<file path="src/rtl/useq_pkg.sv">
`timescale 1ns/1ps
package useq_pkg;
  localparam int UADDR_W = 5;
  localparam int DEPTH   = 1 << UADDR_W;
  localparam int CTRL_W  = 17;
  localparam int OPC_W   = 4;
  localparam logic [UADDR_W-1:0] DISPATCH_ADDR = UADDR_W'(3);

  // control bit positions
  localparam int CB_PC_OUT  = 0;
  localparam int CB_PC_IN   = 1;
  localparam int CB_MAR_IN  = 2;
  localparam int CB_READ    = 3;
  localparam int CB_MDR_OUT = 4;
  localparam int CB_IR_IN   = 5;
  localparam int CB_Y_IN    = 6;
  localparam int CB_SEL_K4  = 7;
  localparam int CB_ADD     = 8;
  localparam int CB_Z_IN    = 9;
  localparam int CB_Z_OUT   = 10;
  localparam int CB_R1_OUT  = 11;
  localparam int CB_R1_IN   = 12;
  localparam int CB_R3_OUT  = 13;
  localparam int CB_OFS_OUT = 14;
  localparam int CB_WAIT    = 15;
  localparam int CB_END     = 16;

  typedef enum logic [1:0] {
    COND_NEG  = 2'd0,
    COND_ZERO = 2'd1,
    COND_MEM  = 2'd2,
    COND_ONE  = 2'd3
  } cond_e;

  typedef struct packed {
    logic [CTRL_W-1:0]  ctrl;
    logic               br_en;
    cond_e              cond;
    logic               br_pol;
    logic               dispatch;
    logic [UADDR_W-1:0] target;
  } uinstr_t;

  function automatic logic [CTRL_W-1:0] sig(input int idx);
    return CTRL_W'(1) << idx;
  endfunction

  function automatic uinstr_t ui_ctrl(input logic [CTRL_W-1:0] c);
    uinstr_t u;
    u = '0;
    u.ctrl = c;
    return u;
  endfunction

  function automatic uinstr_t ui_branch(input cond_e c, input logic pol,
                                        input int unsigned tgt);
    uinstr_t u;
    u = '0;
    u.br_en  = 1'b1;
    u.cond   = c;
    u.br_pol = pol;
    u.target = UADDR_W'(tgt);
    return u;
  endfunction

  // Contents of the control store, computed per address.
  function automatic uinstr_t ucode_word(input int unsigned a);
    uinstr_t u;
    case (a)
      0:  u = ui_ctrl(sig(CB_PC_OUT) | sig(CB_MAR_IN) | sig(CB_READ) |
                      sig(CB_SEL_K4) | sig(CB_ADD) | sig(CB_Z_IN));
      1:  u = ui_ctrl(sig(CB_Z_OUT) | sig(CB_PC_IN) | sig(CB_Y_IN) | sig(CB_WAIT));
      2:  u = ui_ctrl(sig(CB_MDR_OUT) | sig(CB_IR_IN));
      3:  begin u = '0; u.dispatch = 1'b1; end
      4, 16: u = ui_ctrl(sig(CB_R3_OUT) | sig(CB_MAR_IN) | sig(CB_READ));
      5:  u = ui_ctrl(sig(CB_R1_OUT) | sig(CB_Y_IN) | sig(CB_WAIT));
      6:  u = ui_ctrl(sig(CB_MDR_OUT) | sig(CB_ADD) | sig(CB_Z_IN));
      7:  u = ui_ctrl(sig(CB_Z_OUT) | sig(CB_R1_IN) | sig(CB_END));
      12: u = ui_ctrl(sig(CB_R1_OUT) | sig(CB_SEL_K4) | sig(CB_ADD) | sig(CB_Z_IN));
      13: u = ui_branch(COND_ONE, 1'b1, 7);
      17: u = ui_branch(COND_MEM, 1'b0, 17);
      18: u = ui_ctrl(sig(CB_MDR_OUT) | sig(CB_R1_IN) | sig(CB_END));
      25: u = ui_branch(COND_NEG, 1'b0, 0);
      28: u = ui_branch(COND_ZERO, 1'b0, 0);
      26, 29: u = ui_ctrl(sig(CB_OFS_OUT) | sig(CB_ADD) | sig(CB_Z_IN));
      27, 30: u = ui_ctrl(sig(CB_Z_OUT) | sig(CB_PC_IN) | sig(CB_END));
      default: u = ui_ctrl(sig(CB_END));
    endcase
    return u;
  endfunction

  function automatic logic [UADDR_W-1:0] start_addr(input logic [OPC_W-1:0] op);
    case (op)
      OPC_W'(0): return UADDR_W'(4);
      OPC_W'(1): return UADDR_W'(25);
      OPC_W'(2): return UADDR_W'(28);
      OPC_W'(3): return UADDR_W'(12);
      OPC_W'(4): return UADDR_W'(16);
      default:   return '0;
    endcase
  endfunction
endpackage

</file>
<file path="src/rtl/uc_store.sv">
`timescale 1ns/1ps
module uc_store
  import useq_pkg::*;
(
  input  logic [UADDR_W-1:0] addr,
  output uinstr_t            word
);
  uinstr_t rom [DEPTH];

  for (genvar i = 0; i < DEPTH; i++) begin : g_rom
    assign rom[i] = ucode_word(i);
  end

  assign word = rom[addr];
endmodule

</file>
<file path="src/rtl/uc_cond.sv">
`timescale 1ns/1ps
module uc_cond
  import useq_pkg::*;
(
  input  cond_e sel,
  input  logic  flag_n,
  input  logic  flag_z,
  input  logic  mem_done,
  output logic  hit
);
  always_comb begin
    case (sel)
      COND_NEG:  hit = flag_n;
      COND_ZERO: hit = flag_z;
      COND_MEM:  hit = mem_done;
      default:   hit = 1'b1;
    endcase
  end
endmodule

</file>
<file path="src/rtl/uc_next.sv">
`timescale 1ns/1ps
module uc_next
  import useq_pkg::*;
(
  input  logic [UADDR_W-1:0] upc,
  input  logic               wait_bit,
  input  logic               end_bit,
  input  logic               dispatch,
  input  logic               br_en,
  input  logic               br_pol,
  input  logic               cond_hit,
  input  logic [UADDR_W-1:0] target,
  input  logic               mem_done,
  input  logic               instr_valid,
  input  logic [OPC_W-1:0]   instr_opcode,
  output logic               instr_ready,
  output logic [UADDR_W-1:0] nxt
);
  logic stall, taken;

  assign stall       = wait_bit && !mem_done;
  assign taken       = br_en && (cond_hit == br_pol);
  assign instr_ready = dispatch && !stall;

  always_comb begin
    if (stall)         nxt = upc;
    else if (end_bit)  nxt = '0;
    else if (dispatch) nxt = instr_valid ? start_addr(instr_opcode) : upc;
    else if (taken)    nxt = target;
    else               nxt = upc + 1'b1;
  end
endmodule

</file>
<file path="src/rtl/uc_counter.sv">
`timescale 1ns/1ps
module uc_counter
  import useq_pkg::*;
(
  input  logic               clk,
  input  logic               rst_n,
  input  logic [UADDR_W-1:0] nxt,
  output logic [UADDR_W-1:0] upc
);
  always_ff @(posedge clk or negedge rst_n) begin
    if (!rst_n) upc <= '0;
    else        upc <= nxt;
  end
endmodule

</file>
<file path="src/rtl/useq_top.sv">
`timescale 1ns/1ps
module useq_top
  import useq_pkg::*;
(
  input  logic               clk,
  input  logic               rst_n,
  input  logic               instr_valid,
  output logic               instr_ready,
  input  logic [OPC_W-1:0]   instr_opcode,
  input  logic               flag_n,
  input  logic               flag_z,
  input  logic               mem_done,
  output logic [CTRL_W-1:0]  ctrl_word,
  output logic [UADDR_W-1:0] upc_addr
);
  logic [UADDR_W-1:0] upc, nxt;
  uinstr_t            cur_ui;
  logic               cond_hit;

  uc_counter u_cnt (.clk(clk), .rst_n(rst_n), .nxt(nxt), .upc(upc));

  uc_store u_store (.addr(upc), .word(cur_ui));

  uc_cond u_cond (
    .sel(cur_ui.cond), .flag_n(flag_n), .flag_z(flag_z),
    .mem_done(mem_done), .hit(cond_hit)
  );

  uc_next u_next (
    .upc(upc), .wait_bit(cur_ui.ctrl[CB_WAIT]), .end_bit(cur_ui.ctrl[CB_END]),
    .dispatch(cur_ui.dispatch), .br_en(cur_ui.br_en), .br_pol(cur_ui.br_pol),
    .cond_hit(cond_hit), .target(cur_ui.target), .mem_done(mem_done),
    .instr_valid(instr_valid), .instr_opcode(instr_opcode),
    .instr_ready(instr_ready), .nxt(nxt)
  );

  assign ctrl_word = cur_ui.ctrl;
  assign upc_addr  = upc;
endmodule

</file>
<file path="config.mk">
export PLATFORM = sky130hd
export DESIGN_NAME = useq_top
export DESIGN_NICKNAME = d
export VERILOG_FILES = /design/src/rtl/useq_pkg.sv /design/src/rtl/uc_store.sv /design/src/rtl/uc_cond.sv /design/src/rtl/uc_next.sv /design/src/rtl/uc_counter.sv /design/src/rtl/useq_top.sv
export SDC_FILE = /design/constraint.sdc
export NUM_CORES = 1
export LEC_CHECK = 0
export BUFFER_PORTS_ARGS = -buffer_cell sky130_fd_sc_hd__buf_2
export CORE_UTILIZATION = 45
export CTS_CLUSTER_SIZE = 20
export DETAILED_ROUTE_END_ITERATION = 10
export PLACE_DENSITY = 0.76
export SKIP_CTS_REPAIR_TIMING = 1
export SLEW_MARGIN = 20
export SYNTH_ARGS = -nofsm -noshare
export SYNTH_HDL_FRONTEND = slang
export SYNTH_SLANG_ARGS = --single-unit
</file>
<file path="constraint.sdc">
create_clock -name clk -period 1.79 [get_ports clk]
set_input_delay 0.179 -clock clk [delete_from_list [all_inputs] [get_ports clk]]
set_output_delay 0.179 -clock clk [all_outputs]
set_load 0.05 [all_outputs]
</file>
# After elaboration in Yosys (flattened, before gate mapping)
# Memories as Yosys holds them, arrays and structs flattened.
# Index checks and enable logic that the tools add are counted.
dict set report word_totals {
  regBits 5
  romBits 864
  in_bits 10
  out_inout_bits 23
  elab_cells 30
  mem_count 1
}
# memory depth width read_ports rd_clocked_by_memory_dff wr line_no
set mem_list {}
lappend mem_list {{(no name shown)} 32 27 1 0 0 uc_store.sv:14} ;# assign word = rom[addr];
dict set report classes {
  add_sub_neg 1
  order_cmp 1
  n_eq_ne 8
  n_mux 8
  n_bitwise 2
  reduce_logical 8
}
# op count
set ops {}
lappend ops {{$mux 27} 2}
lappend ops {{$pmux 5 s5} 1}
lappend ops {{$mux 5} 4}
lappend ops {{$eq 4x2->1 const B} 2}
lappend ops {{$ge 6x6->1 const B} 1}
lappend ops {{$not 5->6} 1}
lappend ops {{$add 5x1->5 const B} 1}
lappend ops {{$eq 4x1->1 const B} 1}
lappend ops {{$eq 4x3->1 const B} 1}
lappend ops {{$logic_not 4->1} 1}
lappend ops {{$logic_and 1x1->1} 3}
lappend ops {{$ne 3x2->1 const B} 1}
lappend ops {{$pmux 1 s3} 1}
lappend ops {{$eq 2x1->1 const B} 1}
lappend ops {{$eq 2x2->1 const B} 1}
lappend ops {{$logic_not 1->1} 2}
lappend ops {{$logic_not 2->1} 1}
lappend ops {{$reduce_and 2->1} 1}
lappend ops {{$eq 1x1->1} 1}
lappend ops {{$not 1->1} 1}

# Longest topological paths before layout
dict set report logic_depth {
  ltp_word 11
  depth_mapped 8
  ltp_nobuf 7
}

# Modules after synthesis
# Synthesis repeated with hierarchy kept, for this count alone.
dict set report unflattened {
  cells_unflattened 125
  area_unflattened_um2 950.9
}
# module n_inst cells_per_inst area_per_inst_um2 seq_area_each_um2
set modules_own_cells {}
lappend modules_own_cells {uc_store 1 69 460.4 0.0}
lappend modules_own_cells {uc_next 1 48 341.6 0.0}
lappend modules_own_cells {uc_counter 1 5 125.1 125.1}
lappend modules_own_cells {uc_cond 1 3 23.8 0.0}

# Worst setup path after synthesis
# No wires, ideal clock.
dict set report synth_path {
  path_kind {reg2out}
  start {register u_cnt.upc[1]}
  end {output port ctrl_word[10]}
  arrival_ps 2889
  t_required_ps 1611
  setup_slack_ps -1278
  stages_incl_launch_ff 5
  n_path_buf 0
  cell_sequence {dfrtp_1 ha_1 inv_1 o32ai_1 a21o_1}
}
dict set report synth_via {
  elab_chain_len 4
}
# element line_no
set synth_rtl {}
lappend synth_rtl {{from (decl)} uc_counter.sv:8} ;# output logic [UADDR_W-1:0] upc
lappend synth_rtl {{from (signal assigned)} uc_counter.sv:12} ;# else upc <= nxt;
lappend synth_rtl {{$not 5->6 (not written as such)} uc_store.sv:14}
lappend synth_rtl {{$mem_v2 32x27} n/a}
lappend synth_rtl {{$mux 27 (not written as such) (2 in a row)} uc_store.sv:14}
lappend synth_rtl {{to (decl)} useq_top.sv:13} ;# output logic [CTRL_W-1:0] ctrl_word,
# Every way passes these cells. The select of a mux whose other input is x is not followed.

# Final worst setup path
dict set report layout_path {
  start {register u_cnt.upc[0]}
  end {output port ctrl_word[8]}
}
# Same word-level chain as after synthesis.

==> out/metrics.yaml <==
fill_cells: 74
synth_flop_cell: "dfrtp_1"
diodes: 0
dp_hpwl_um: 2330
worst_pin_slew_ps: 411
syn_area_um2: 930
drive_gt1_frac: 0.741
fin_cells: 212
synth.avg_cell_area_um2: 7.88
cts_tree: "yes"
grt_start_max_net_pins: 18
syn_nets: 134
fin_crit_sh: 1.14
ys_types: 45
clock_path_buffers: 2
fp.dieH_um: 47.5
overflow: 0
cp-end-kind: "output port"
multiInputGateArea_um2: 966
largestRegisters: "u_cnt.upc (5)"
finalHoldViolCount: 0
gp_congestion: 0.839
ant_nets: 0
cts_sinks: 5
synth_warnings: 0
synth_top_cell_by_area: "dfrtp_1"
initial_core_util: 0.479
fmax_mhz: 492
synthCells: 118
cts.clk_slew.worst_paths_ps: 50
detailedRoute.firstIterationViolations: 79
h-tree-depth: 1
rr_worst_depth: 8
fp-row-count: 16
cp-start-kind: "flop"
synth_common_cells: "10 x nor2_1, 9 x nand2_1, 7 x a21oi_1"
min-delay-start: "instr_opcode[0]"
via_per_inst: 6.21
async_flop_share: 1.00
violations: "design-rule violations, negative setup slack"
maxCapViolations: 0
ys_seq_area_frac: 0.135
dieArea_um2: 2250
regMostFlops: "u_cnt.upc"
required_ps: 1610
vias: 1317
setup-violations-final: 16
criticalPathCategory: "flop to output port"
holdWs_ps: 245
die_w_um: 47.5
min_path_cells: 3
syn2layout_area_growth_pct: 94.2
placed_cells: 194
core_area_um2: 1940
whs_endpoint: "u_cnt.upc[3]"
synth_most_common_cell: "nor2_1"
ys_ff_latch: 5
ff2ff_setup_slack_ps: -220
pre_cts_ws_ps: -77.8
fin_crit_ps: 2030
fin_util: 0.930
skew_ps: 9.32
grt_first_pass_wirelength_um: 4470
antenna_found_initial: 0
relSlewSlack: 0.722
drv_slew: 0
io-pin-count: 33
track_usage: 0.285
layout_setup_ws_ps: -242
worstPathMaxFanout: 7
drt_pass1_iterations: 7
drc_errors: 1
r2r_start: "u_cnt.upc[0]"
cp_data_arrival_time_ps: 1850
grt_pass1_vias: 1027
worstReg2RegEnd: "u_cnt.upc[1]"
min_path_type: "input port to flop"
seq_area_um2: 139
clkLatencyLatePin_ps: 260
numCtsBuffers: 3
finalWirelength_um: 4470
synth.area.top_cells: "dfrtp_1 13%, ha_1 8.1%, buf_4 4.8%"
largest_reg_flops: 5
fin_nets: 202
portBuffers: 32
status: "complete, but fails checks"
synth-edff-count: 0
synth_top_area_frac: 0.135
cts-root-buf: "clkbuf_4"
rsz0062_at_grt: "yes"
wl_per_cell_um: 21.1
[cell usage in the layout, fill, tap and decap left out, types with 4 or more instances in the layout]
cell type / netlist / layout
buf_2: 5 / 14
clkbuf_4: 0 / 7
buf_4: 6 / 39
a21oi_1: 7 / 4
o21ai_0: 6 / 4
nor2_1: 10 / 6
nand2_1: 9 / 6
buf_6: 2 / 14
ha_4: 0 / 5
a31oi_1: 5 / 4
nand2_2: 1 / 4
[through the flow]
stage,area [um^2],setup TNS [ps]
after CTS,1440,-3290
after global routing,1810,-3050
after detailed placement,1410,-337
after global placement,1410,-54.8
after floorplan,1100,-1680
final,1810,-2270
[layout make-up]
type                    count  area share
clock buffers               4      0.0146
flip-flops and latches      5      0.0769
inverters                   6      0.0166
well taps                  27      0.0187
multi-input cells          94       0.535
repair buffers             76       0.338
[routing by layer]
metal  track usage  part of all wire
met5             0                 0
met3        0.0415             0.075
met4         0.120             0.033
met1         0.309              0.36
met2         0.545              0.53
[logic make-up after synthesis]
kind of cell / synth area share
buf+inv: 0.124
flops: 0.135
fa+ha+maj: 0.0808
simple gates: 0.292
xor+xnor: 0.0188
mux: 0.0323
compound gates: 0.318
[how the worst max path moves through the flow]
stage,from,end,depth (start not counted)
finish,u_cnt.upc[0],ctrl_word[8],8
global route,u_cnt.upc[0],ctrl_word[8],8
CTS,u_cnt.upc[0],ctrl_word[16],7
detailed placement,u_cnt.upc[0],u_cnt.upc[1],8
global placement,u_cnt.upc[0],u_cnt.upc[1],8
floorplan,u_cnt.upc[0],ctrl_word[10],5
[worst max-delay path, stage by stage, from the launching register on]
cell     delay (ps)
dfrtp_4         550
inv_6           100
ha_4            150
nand2_2          70
buf_4           160
nor2_1           90
a31oi_1          80
o21ai_4         200
buf_6           180
Power is left out: the tool's default activity adds up to more than one toggle a clock period on the data nets, which glitch-free logic cannot reach.
